===== config.mk =====
export PLATFORM = sky130hd
export DESIGN_NAME = regmap_table
export DESIGN_NICKNAME = d
export VERILOG_FILES = /design/src/rtl/regmap_pkg.sv /design/src/rtl/regmap_ctrl.sv /design/src/rtl/regmap_dp.sv /design/src/rtl/regmap_table.sv
export SDC_FILE = /design/constraint.sdc
export NUM_CORES = 1
export LEC_CHECK = 0
export BUFFER_PORTS_ARGS = -buffer_cell sky130_fd_sc_hd__clkbuf_2
export CORE_MARGIN = 5
export CORE_UTILIZATION = 46
export DETAILED_ROUTE_END_ITERATION = 7
export PLACE_DENSITY = 0.7
export SETUP_SLACK_MARGIN = 0.3
export SLEW_MARGIN = 20
export SYNTH_ARGS = -nofsm -noshare
export SYNTH_HDL_FRONTEND = slang
export SYNTH_SLANG_ARGS = --single-unit

===== constraint.sdc =====
create_clock -name clk -period 2.46 [get_ports clk]
set_clock_uncertainty 0.2 [all_clocks]
set_input_delay 0.615 -clock clk [delete_from_list [all_inputs] [get_ports clk]]
set_output_delay 0.615 -clock clk [all_outputs]
set_load 0.005 [all_outputs]

===== src/rtl/regmap_pkg.sv =====
package regmap_pkg;

  localparam int KEY_W   = 5;
  localparam int TGT_W   = 7;
  localparam int WIDTH_W = 2;
  localparam int WORD_W  = 16;

  typedef struct packed {
    logic               valid;
    logic               isInt;
    logic [KEY_W-1:0]   key;
    logic [WIDTH_W-1:0] width;
    logic               isVec;
    logic [TGT_W-1:0]   target;
  } entry_t;

  // Strobes from control to datapath.
  typedef struct packed {
    logic              loadStb;
    logic              fullFmt;
    logic [WORD_W-1:0] word;
  } ctl_t;

  function automatic entry_t decodeEntry(input logic fullFmt, input logic [WORD_W-1:0] w);
    entry_t e;
    e.valid = 1'b1;
    e.key   = w[KEY_W-1:0];
    e.isInt = w[5];
    e.width = w[7:6];
    if (fullFmt) begin
      e.target = w[14:8];
      e.isVec  = ~w[15];
    end else begin
      e.target = {w[KEY_W-1:0], 2'b00};
      e.isVec  = 1'b1;
    end
    return e;
  endfunction

endpackage


===== src/rtl/regmap_ctrl.sv =====
module regmap_ctrl
  import regmap_pkg::*;
#(
  parameter int NUM_ENTRIES = 4,
  localparam int IDX_W = (NUM_ENTRIES > 1) ? $clog2(NUM_ENTRIES) : 1
) (
  input  logic                   wrEn,
  input  logic [IDX_W-1:0]       wrIdx,
  input  logic                   wrFull,
  input  logic [WORD_W-1:0]      wrData,
  output ctl_t                   ctl,
  output logic [NUM_ENTRIES-1:0] slotSel
);

  always_comb begin
    ctl.loadStb = wrEn;
    ctl.fullFmt = wrFull;
    ctl.word    = wrData;
  end

  for (genvar g = 0; g < NUM_ENTRIES; g++) begin : g_sel
    assign slotSel[g] = wrEn && (wrIdx == IDX_W'(g));
  end

endmodule


===== src/rtl/regmap_dp.sv =====
module regmap_dp
  import regmap_pkg::*;
#(
  parameter int NUM_ENTRIES = 4
) (
  input  logic                   clk,
  input  logic                   rstN,
  input  ctl_t                   ctl,
  input  logic [NUM_ENTRIES-1:0] slotSel,
  input  logic [KEY_W-1:0]       lkReg,
  input  logic                   lkIsInt,
  output logic                   hit,
  output logic [TGT_W-1:0]       outReg,
  output logic                   outVec,
  output logic [WIDTH_W-1:0]     outWidth
);

  entry_t                   slots [NUM_ENTRIES];
  logic [NUM_ENTRIES-1:0]   match;
  entry_t                   newEntry;

  assign newEntry = decodeEntry(ctl.fullFmt, ctl.word);

  for (genvar g = 0; g < NUM_ENTRIES; g++) begin : g_slot
    always_ff @(posedge clk or negedge rstN) begin
      if (!rstN)
        slots[g] <= '0;
      else if (ctl.loadStb && slotSel[g])
        slots[g] <= newEntry;
    end
    assign match[g] = slots[g].valid && (slots[g].key == lkReg) && (slots[g].isInt == lkIsInt);
  end

  // Priority pick: walk downward so the lowest matching index is applied last.
  always_comb begin
    hit      = 1'b0;
    outReg   = {{(TGT_W-KEY_W){1'b0}}, lkReg};
    outVec   = 1'b0;
    outWidth = '0;
    for (int i = NUM_ENTRIES-1; i >= 0; i--) begin
      if (match[i]) begin
        hit      = 1'b1;
        outReg   = slots[i].target;
        outVec   = slots[i].isVec;
        outWidth = slots[i].width;
      end
    end
  end

endmodule


===== src/rtl/regmap_table.sv =====
module regmap_table
  import regmap_pkg::*;
#(
  parameter int NUM_ENTRIES = 4,
  localparam int IDX_W = (NUM_ENTRIES > 1) ? $clog2(NUM_ENTRIES) : 1
) (
  input  logic               clk,
  input  logic               rstN,
  input  logic               wrEn,
  input  logic [IDX_W-1:0]   wrIdx,
  input  logic               wrFull,
  input  logic [15:0]        wrData,
  input  logic [4:0]         lkReg,
  input  logic               lkIsInt,
  output logic               hit,
  output logic [6:0]         outReg,
  output logic               outVec,
  output logic [1:0]         outWidth
);

  ctl_t                   ctl;
  logic [NUM_ENTRIES-1:0] slotSel;

  regmap_ctrl #(.NUM_ENTRIES(NUM_ENTRIES)) u_ctrl (
    .wrEn    (wrEn),
    .wrIdx   (wrIdx),
    .wrFull  (wrFull),
    .wrData  (wrData),
    .ctl     (ctl),
    .slotSel (slotSel)
  );

  regmap_dp #(.NUM_ENTRIES(NUM_ENTRIES)) u_dp (
    .clk      (clk),
    .rstN     (rstN),
    .ctl      (ctl),
    .slotSel  (slotSel),
    .lkReg    (lkReg),
    .lkIsInt  (lkIsInt),
    .hit      (hit),
    .outReg   (outReg),
    .outVec   (outVec),
    .outWidth (outWidth)
  );

endmodule


* Word-level counts from Yosys, hierarchy flattened
Index checks and enable logic that the tools add are counted.
Cells by class: muxes and demuxes 17, reductions and logical operators 17, equality and inequality tests 11, bitwise gates (word level) 1
Operator list (count):
- $mux W7 | 4
- $eq A5 B5 Y1 | 4
- $logic_and A1 B1 Y1 | 16
- $mux W1 | 8
- $mux W2 | 4
- $mux W8 | 1
- $eq A1 B1 Y1 | 4
- $eq A2 B2 Y1 const B | 2
- $eq A2 B1 Y1 const B | 1
- $logic_not A2 Y1 | 1
- $not A1 Y1 | 1
Storage, ports and cells: bits in registers 68, input port bits 28, output and inout port bits 11, word-level logic and storage cells 70

* Logic depth before layout (Yosys ltp)
Gate-level depths: netlist (run 1).
word-level depth 7, depth in mapped cells 7, mapped depth without buffers 5

* By module
From an unflattened synthesis (run 1), not the netlist that was laid out.
Second synthesis, totals: cells, all modules 323, area total of the unflattened synthesis 3507.1 µm²
Modules (own cells, without submodules):
- regmap_dp | cells each 301, instances 1, area each 3334.4 µm², seq. area each 1701.6 µm²
- regmap_ctrl | cells each 22, instances 1, area each 172.7 µm², seq. area each 0.0 µm²

* Worst setup path before layout (run 1)
Ideal clock, no wire load.
kind input -> output, start in lkReg[3], end out outReg[1], data required time 1645 ps, buffers on the path 1, stages 5, path slack -194 ps, data arrival time 1839 ps, path through buf_6 > xor2_1 > or4_4 > and3_1 > a211o_1
On the way: cells in the longest elaborated chain, start to end 7, elaborated cells on any way between the ends 16, classes of those cells eq/ne (4); mux (4); reduce/logical (8)
RTL lines:
- from (decl) | line regmap_table.sv:13 | input logic [4:0] lkReg,
- $eq A5 B5 Y1 | line regmap_dp.sv:31 | assign match[g] = slots[g].valid && (slots[g].key == lkReg) && (slots[g].isInt == lkIsInt);
- $logic_and A1 B1 Y1 (2 in a row) | line regmap_dp.sv:31
- $mux W7 (3 in a row) | line regmap_dp.sv:41 | if (match[i]) begin
- $mux W7 (*) | line regmap_dp.sv:41
- to (decl) | line regmap_table.sv:16 | output logic [6:0] outReg,
Every way passes the cells marked *; elsewhere a longest branch is shown, timed or not.

* Worst setup path after layout (run 1)
start reg u_dp.slots[64] in the netlist's numbering, end out outReg[2]
On the way: cells in the longest elaborated chain, start to end 4
RTL lines:
- from (decl) | line regmap_dp.sv:18 | entry_t slots [NUM_ENTRIES];
- from (signal, indexed assignment) | line regmap_dp.sv:29 | slots[g] <= newEntry;
- $eq A5 B5 Y1 | line regmap_dp.sv:31
- $logic_and A1 B1 Y1 (2 in a row) | line regmap_dp.sv:31
- $mux W7 | line regmap_dp.sv:41
No other way between the ends.

==> results.py, run 1 <==
metrics = {
    "worst_setup_path": {
        "crit_path_end_kind": "output port",
        "cp_max_fo": 6,
        "rr_worst_depth": 1,
        "critPathKind": "register to output port",
        "cp-endpoint": "outReg[2]",
        "startpoint_type": "register",
        "crit_start": "u_dp.slots[64]",
        "arrival_ns": 2.09,
        "r2r-start": "u_dp.slots[42]",
        "crit_required_ns": 1.64,
        "timing.rr.end": "u_dp.slots[42]",
        "r2r_slack_ns": 1.45,
    },
    "detailed_routing": {
        "route.vias.total": 2540,
        "wl_per_cell_um": 16.19,
        "drtPass1Iterations": 4,
        "wl_mm": 7.933,
        "first_iter_violations": 107,
        "ant_nets": 0,
        "routed_via_density": 5.184,
        "drc": 0,
    },
    "finish": {
        "top_regs": "u_dp.slots: 68 flops",
        "num_antenna_cells": 0,
        "n_fill_cell": 668,
        "area_growth_pct": 27.83,
        "drive_above_1_share_pct": 39.13,
        "largest-register": "u_dp.slots",
        "largest_register_ffs": 68,
        "num-nets-final": 414,
        "utilization_pct": 59.34,
    },
    "die": {
        "initial_core_util_pct": 46.42,
        "die_area_mm2": 0.008999,
        "rows": 31,
        "core_mm2": 0.007137,
        "die_w_um": 94.87,
        "die_y_um": 94.87,
        "pin_count": 39,
    },
    "logic_synthesis": {
        "syn-cell-area_mm2": 0.003313,
        "avgSynthCellArea_um2": 10.23,
        "yosysSeqAreaShare_pct": 51.36,
        "syn_inst": 324,
        "async_reset_ff_share_pct": 100.0,
        "synth_edf_count": 0,
        "synth-seq-cells": 68,
        "synth_warnings": 0,
        "synth_ff_type": "dfrtp_1",
        "synth_cell_type_count": 39,
        "syn_nets": 352,
    },
    "sta": {
        "tightest_slew_ns": 0.5294,
        "fin_crit_sh_pct": 118.3,
        "slew_headroom_pct": 64.71,
        "worst_slack_ns": -0.4491,
        "hold_slack_ns": 0.06836,
        "rsz0062_at_grt": "true",
        "hold_viol_final": 0,
        "fmax_mhz": 343.7,
        "setup_viol": 11,
        "post-route-min-period_ns": 2.909,
        "maxSlewViolCount": 0,
    },
    "global_routing": {
        "antenna_found_initial": 0,
        "grt_start_max_net_pins": 69,
        "grt_pass1_vias": 2592,
        "globalRouteTotalUtil_pct": 19.17,
        "grt_pass1_wl_mm": 12.83,
        "grt-ovfl-total": 0,
    },
    "power": {
        "peakVddDrop_v": 0.0004991,
        "finalPower_w": 0.002961,
        "powerDensity_mw_per_mm2": 699.0,
        "p_leak_nw": 1.942,
    },
    "run_status": {
        "violations": "negative setup slack",
        "status": "finished, violations left",
    },
    "run": {
        "drv_cap": 0,
    },
    "place": {
        "port_buffers": 38,
        "place.gp.congestion": 0.8290,
        "dpl.hpwl_mm": 5.543,
    },
    "worst_hold_path": {
        "hold_path.class": "primary input to async pin",
    },
    "clock_network": {
        "cts_tree": "yes",
        "clkTransAtPathRegs_ns": 0.07,
        "root_buffer": "clkbuf_8",
        "cts_hold_buf": 0,
        "cts_sinks": 68,
        "clk_path_buf_depth": 2,
        "h-tree-depth": 3,
        "clkLatencyLatePin_ns": 0.34,
        "numCtsBuffers": 9,
    },
}
cells in the final DEF, fill, tap and decap left out, types with 5 or more instances in the layout:
cell,n
mux2_2,24
mux2i_1,7
buf_4,27
nand2_1,59
nor2_1,5
clkbuf_8,11
xnor2_2,11
buf_2,7
xnor2_1,7
dfrtp_1,68
clkbuf_2,28
o21ai_0,32
nor3_1,11
inv_1,9
worst min-delay path by stage:
| stage | from | to | slack [ns] | cells after the start |
|---|---|---|---|---|
| after floorplan | rstN | u_dp.slots[0] | 0.12 | 0 |
| after global placement | u_dp.slots[16] | u_dp.slots[16] | 0.24 | 1 |
| after detailed placement | u_dp.slots[67] | u_dp.slots[67] | 0.25 | 1 |
| after CTS | rstN | u_dp.slots[57] | 0.09 | 2 |
| after global routing | rstN | u_dp.slots[58] | 0.1 | 2 |
| final | rstN | u_dp.slots[57] | 0.07 | 2 |
per-layer routing:
| layer | GRT usage [%] | up-vias | share of wire, % |
|---|---|---|---|
| met5 | 0 | - | 0 |
| met4 | 6.130 | 0 | 1.2 |
| met3 | 4.064 | 10 | 5.1 |
| met2 | 33.12 | 57 | 51 |
| met1 | 23.93 | 1240 | 43 |
| li1 | - | 1233 | - |
kinds of logic (layout without fill, tap and decap cells):
| group | count (synthesis) | after routing | synth area share, % |
|---|---|---|---|
| compound gates | 57 | 57 | 10.50 |
| xor+xnor | 24 | 24 | 6.344 |
| buf+inv | 29 | 96 | 4.834 |
| flops | 68 | 68 | 51.36 |
| mux | 31 | 31 | 10.27 |
| simple gates | 115 | 115 | 16.69 |
area by class of cell:
class | instances | area, µm² | area share (%)
Multi-Input combinational cell | 227 | 1687 | 39.82
Clock inverter | 7 | 67.56 | 1.595
Timing Repair Buffer | 71 | 498.0 | 11.76
Clock buffer | 9 | 123.9 | 2.925
Tap cell | 99 | 123.9 | 2.925
Sequential cell | 68 | 1702 | 40.18
Inverter | 9 | 33.78 | 0.7976
per-stage QoR:
step	worst slack (ns)	instances	instance area [µm²]	TNS [ns]
2_1_floorplan	-0.1912	324	3397	-1.526
3_3_place_gp	-0.4561	472	3837	-4.882
3_5_place_dp	-0.5077	472	3837	-5.251
4_1_cts	-0.4470	490	4180	-4.436
5_1_grt	-0.5329	490	4235	-5.441
6_report	-0.4491	490	4235	-4.402
what timing repair did:
| item | in CTS | in global routing |
|---|---|---|
| buffers inserted | 2 | 0 |
| endpoints found under the setup margin | 11 | 11 |
| gates resized for setup | 29 | 15 |
| hold endpoints to repair | 0 | 0 |
| pin swaps | 11 | 5 |
report_power, final:
part / switching (W) / total [W] / internal, W
Combinational: 0.000307 / 0.000635 / 0.000328
Sequential: 0.000129 / 0.00143 / 0.00130
Clock: 0.000437 / 0.000899 / 0.000462
Total: 0.000873 / 0.00296 / 0.00209
cell usage after synthesis (2+ instances only):
master / number / area [µm²]
a211o_1: 2 / 17.52
nor2_1: 9 / 33.78
nand3_1: 5 / 25.02
nand4_1: 2 / 12.51
dfrtp_1: 68 / 1702
o31ai_1: 2 / 15.01
nor3_1: 15 / 75.07
and2_1: 4 / 25.02
nand2b_1: 4 / 25.02
o21ai_0: 33 / 165.2
a211oi_1: 7 / 52.55
xnor2_1: 18 / 157.7
nand3b_1: 2 / 15.01
buf_2: 2 / 10.01
clkbuf_1: 11 / 41.29
and3_1: 2 / 12.51
mux2i_1: 7 / 70.07
xor2_1: 6 / 52.55
o211ai_1: 4 / 30.03
a31oi_1: 4 / 25.02
buf_6: 6 / 67.56
a21boi_0: 3 / 22.52
nand2_1: 61 / 229.0
mux2_2: 24 / 270.3
inv_1: 9 / 33.78
worst max-delay path, cell delays in order, from the launching register on:
cell and delay, ns:
dfrtp_1 0.44, xor2_4 0.18, or4_4 0.59, buf_6 0.17, o211ai_1 0.08, o211ai_1 0.14, clkbuf_2 0.14
Note: power is estimated with default switching activity, not from simulation.
==> inputs of run 2 (changes only) <==
--- a/config.mk
+++ b/config.mk
@@ -6,9 +6,11 @@
 export NUM_CORES = 1
 export LEC_CHECK = 0
 export BUFFER_PORTS_ARGS = -buffer_cell sky130_fd_sc_hd__clkbuf_2
-export CORE_MARGIN = 5
+export CORE_MARGIN = 2
 export CORE_UTILIZATION = 46
+export CTS_CLUSTER_DIAMETER = 30
 export DETAILED_ROUTE_END_ITERATION = 7
+export MAX_ROUTING_LAYER = met4
 export PLACE_DENSITY = 0.7
 export SETUP_SLACK_MARGIN = 0.3
 export SLEW_MARGIN = 20
==> run 2 against run 1 <==
  * Non-clock buffer count increased by 1
  * Combinational power increased by 2%
  * Critical path depth unchanged
  * Setup slack got worse by 0.00064 ns
  * Largest cell class unchanged
  * Global-route usage increased by 3.6 points
  * The run still ends with negative setup slack left
  * Register-to-register slack about the same
==> results.py, run 2 (synthesis gave the netlist of run 1 again) <==
metrics = {
    "worst_setup_path": {
        "r2r_slack_ns": 1.44,
        "cp-endpoint": "outReg[4]",
        "arrival_ns": 2.09,
        "cp_max_fo": 5,
        "critPathKind": "primary input to output port",
        "r2r-start": "u_dp.slots[27]",
        "startpoint_type": "primary input",
        "crit_path_end_kind": "output port",
        "rr_worst_depth": 1,
        "crit_start": "lkReg[3]",
        "timing.rr.end": "u_dp.slots[27]",
        "crit_required_ns": 1.64,
    },
    "sta": {
        "maxSlewViolCount": 0,
        "fin_crit_sh_pct": 118.3,
        "hold_viol_final": 0,
        "rsz0062_at_grt": "true",
        "post-route-min-period_ns": 2.910,
        "worst_slack_ns": -0.4498,
        "timing.setup.tns_ns": -4.478,
        "slew_headroom_pct": 64.20,
        "tightest_slew_ns": 0.5370,
        "setup_viol": 11,
        "fmax_mhz": 343.7,
    },
    "finish": {
        "top_regs": "u_dp.slots: 68 flops",
        "largest_register_ffs": 68,
        "n_fill_cell": 602,
        "final_cell_mix": "dfrtp_1 (67), nand2_1 (60), o21ai_0 (33), buf_4 (29), clkbuf_2 (28)",
        "num-nets-final": 415,
        "largest-register": "u_dp.slots",
        "area_growth_pct": 28.59,
        "drive_above_1_share_pct": 38.01,
        "num_antenna_cells": 0,
        "layout_commonest_cell": "dfrtp_1",
        "design_area_mm2": 0.004260,
    },
    "die": {
        "initial_core_util_pct": 48.23,
        "pin_count": 39,
        "die_w_um": 88.87,
        "die_y_um": 88.87,
        "rows": 30,
        "die_area_mm2": 0.007897,
        "core_mm2": 0.006869,
    },
    "place": {
        "dpl.hpwl_mm": 5.453,
        "post-place-ws_ns": -0.4796,
        "place_area_mm2": 0.003844,
        "port_buffers": 38,
        "place.gp.congestion": 0.8211,
    },
    "run": {
        "drv_cap": 0,
    },
    "global_routing": {
        "grt_pass1_wl_mm": 12.91,
        "grt-ovfl-total": 0,
        "antenna_found_initial": 0,
        "grt_pass1_vias": 2605,
        "globalRouteTotalUtil_pct": 22.81,
        "grt_start_max_net_pins": 69,
    },
    "power": {
        "clockPowerShare_pct": 31.9,
        "p_leak_nw": 1.957,
        "power_switching_w": 0.0008804,
        "power_frac_comb_pct": 21.3,
        "powerDensity_mw_per_mm2": 713.4,
        "peakVddDrop_v": 0.0003334,
        "p_int_w": 0.002159,
        "swShare_pct": 28.97,
        "pwr-share-seq_pct": 46.8,
    },
    "detailed_routing": {
        "wl_per_cell_um": 16.09,
        "ant_nets": 0,
        "first_iter_violations": 145,
        "route.vias.total": 2588,
        "routed_via_density": 5.303,
        "drc": 0,
        "wl_mm": 7.852,
        "drtPass1Iterations": 4,
    },
    "clock_network": {
        "h-tree-depth": 3,
        "cts_sinks": 68,
        "cts_tree": "yes",
        "clkTransAtPathRegs_ns": 0.07,
        "clkLatencyLatePin_ns": 0.34,
        "clk_path_buf_depth": 2,
        "postCtsSetupBuffers": 0,
        "numCtsBuffers": 9,
        "root_buffer": "clkbuf_8",
    },
    "worst_hold_path": {
        "hold_path.class": "primary input to async pin",
    },
    "run_status": {
        "violations": "negative setup slack",
        "status": "finished, violations left",
    },
}
[run 2: changes by cell type in the layout (fill, tap and decap cells not counted), moves of 2 or more]
cell,previous run,this run
xnor2_2,11,9
clkinv_2,3,1
clkinvlp_4,3,1
buf_4,27,29
clkinv_4,0,2
buf_2,7,5
nor2_1,5,8
nor2_2,3,1
clkbuf_8,11,14
[run 2: layout make-up]
cell class	instances	area (µm²)	share of cell area [%]
Clock inverter	5	60.06	1.410
Inverter	9	33.78	0.7930
Multi-Input combinational cell	227	1667	39.12
Sequential cell	68	1703	39.97
Clock buffer	11	151.4	3.554
Tap cell	96	120.1	2.819
Timing Repair Buffer	72	525.5	12.33
[run 2: how the worst min path moves through the flow]
| stage | from | to | slack (ns) | cells after the start |
|---|---|---|---|---|
| after floorplan | rstN | u_dp.slots[0] | 0.12 | 0 |
| after global placement | u_dp.slots[16] | u_dp.slots[16] | 0.25 | 1 |
| after detailed placement | u_dp.slots[67] | u_dp.slots[67] | 0.25 | 1 |
| after CTS | rstN | u_dp.slots[26] | 0.09 | 2 |
| after global routing | rstN | u_dp.slots[40] | 0.09 | 2 |
| final | rstN | u_dp.slots[40] | 0.08 | 2 |
[run 2: metal layers]
| layer | global-route usage [%] | routed length, µm |
|---|---|---|
| met1 | 29.38 | 3487 |
| met2 | 35.35 | 3848 |
| met3 | 5.131 | 390 |
| met4 | 8.540 | 125 |
| met5 | - | 0 |
[run 2: critical path, cell delays in order]
cell and delay (ns):
clkbuf_8 0.14, xor2_2 0.20, or4_4 0.60, and3_4 0.20, a211o_1 0.23, clkbuf_2 0.11
[run 2: power by group through the flow]
stage | Clock, W | Sequential (W) | Combinational, W
6_report | 0.000970 | 0.00142 | 0.000648
5_1_grt | 0.00105 | 0.00144 | 0.000721
4_1_cts | 0.000984 | 0.00142 | 0.000631
3_5_place_dp | 0 | 0.00143 | 0.000594
3_3_place_gp | 0 | 0.00142 | 0.000581
2_1_floorplan | 0 | 0.00140 | 0.000378
[run 2: metrics by stage]
step | hold WS [ns] | cells | total power, W | utilization, %
6_report | 0.08153 | 488 | 0.003039 | 62.02
5_1_grt | 0.09120 | 488 | 0.003211 | 62.02
4_1_cts | 0.09291 | 488 | 0.003030 | 61.09
3_5_place_dp | 0.2522 | 472 | 0.002025 | 55.96
3_3_place_gp | 0.2452 | 472 | 0.002003 | 55.96
2_1_floorplan | 0.1194 | 324 | 0.001780 | -
[run 2: what timing repair did]
| item | CTS | global route |
|---|---|---|
| setup endpoints to repair | 11 | 11 |
| pin swaps | 2 | 3 |
| hold buffers | 0 | 0 |
| resized for setup | 26 | 17 |
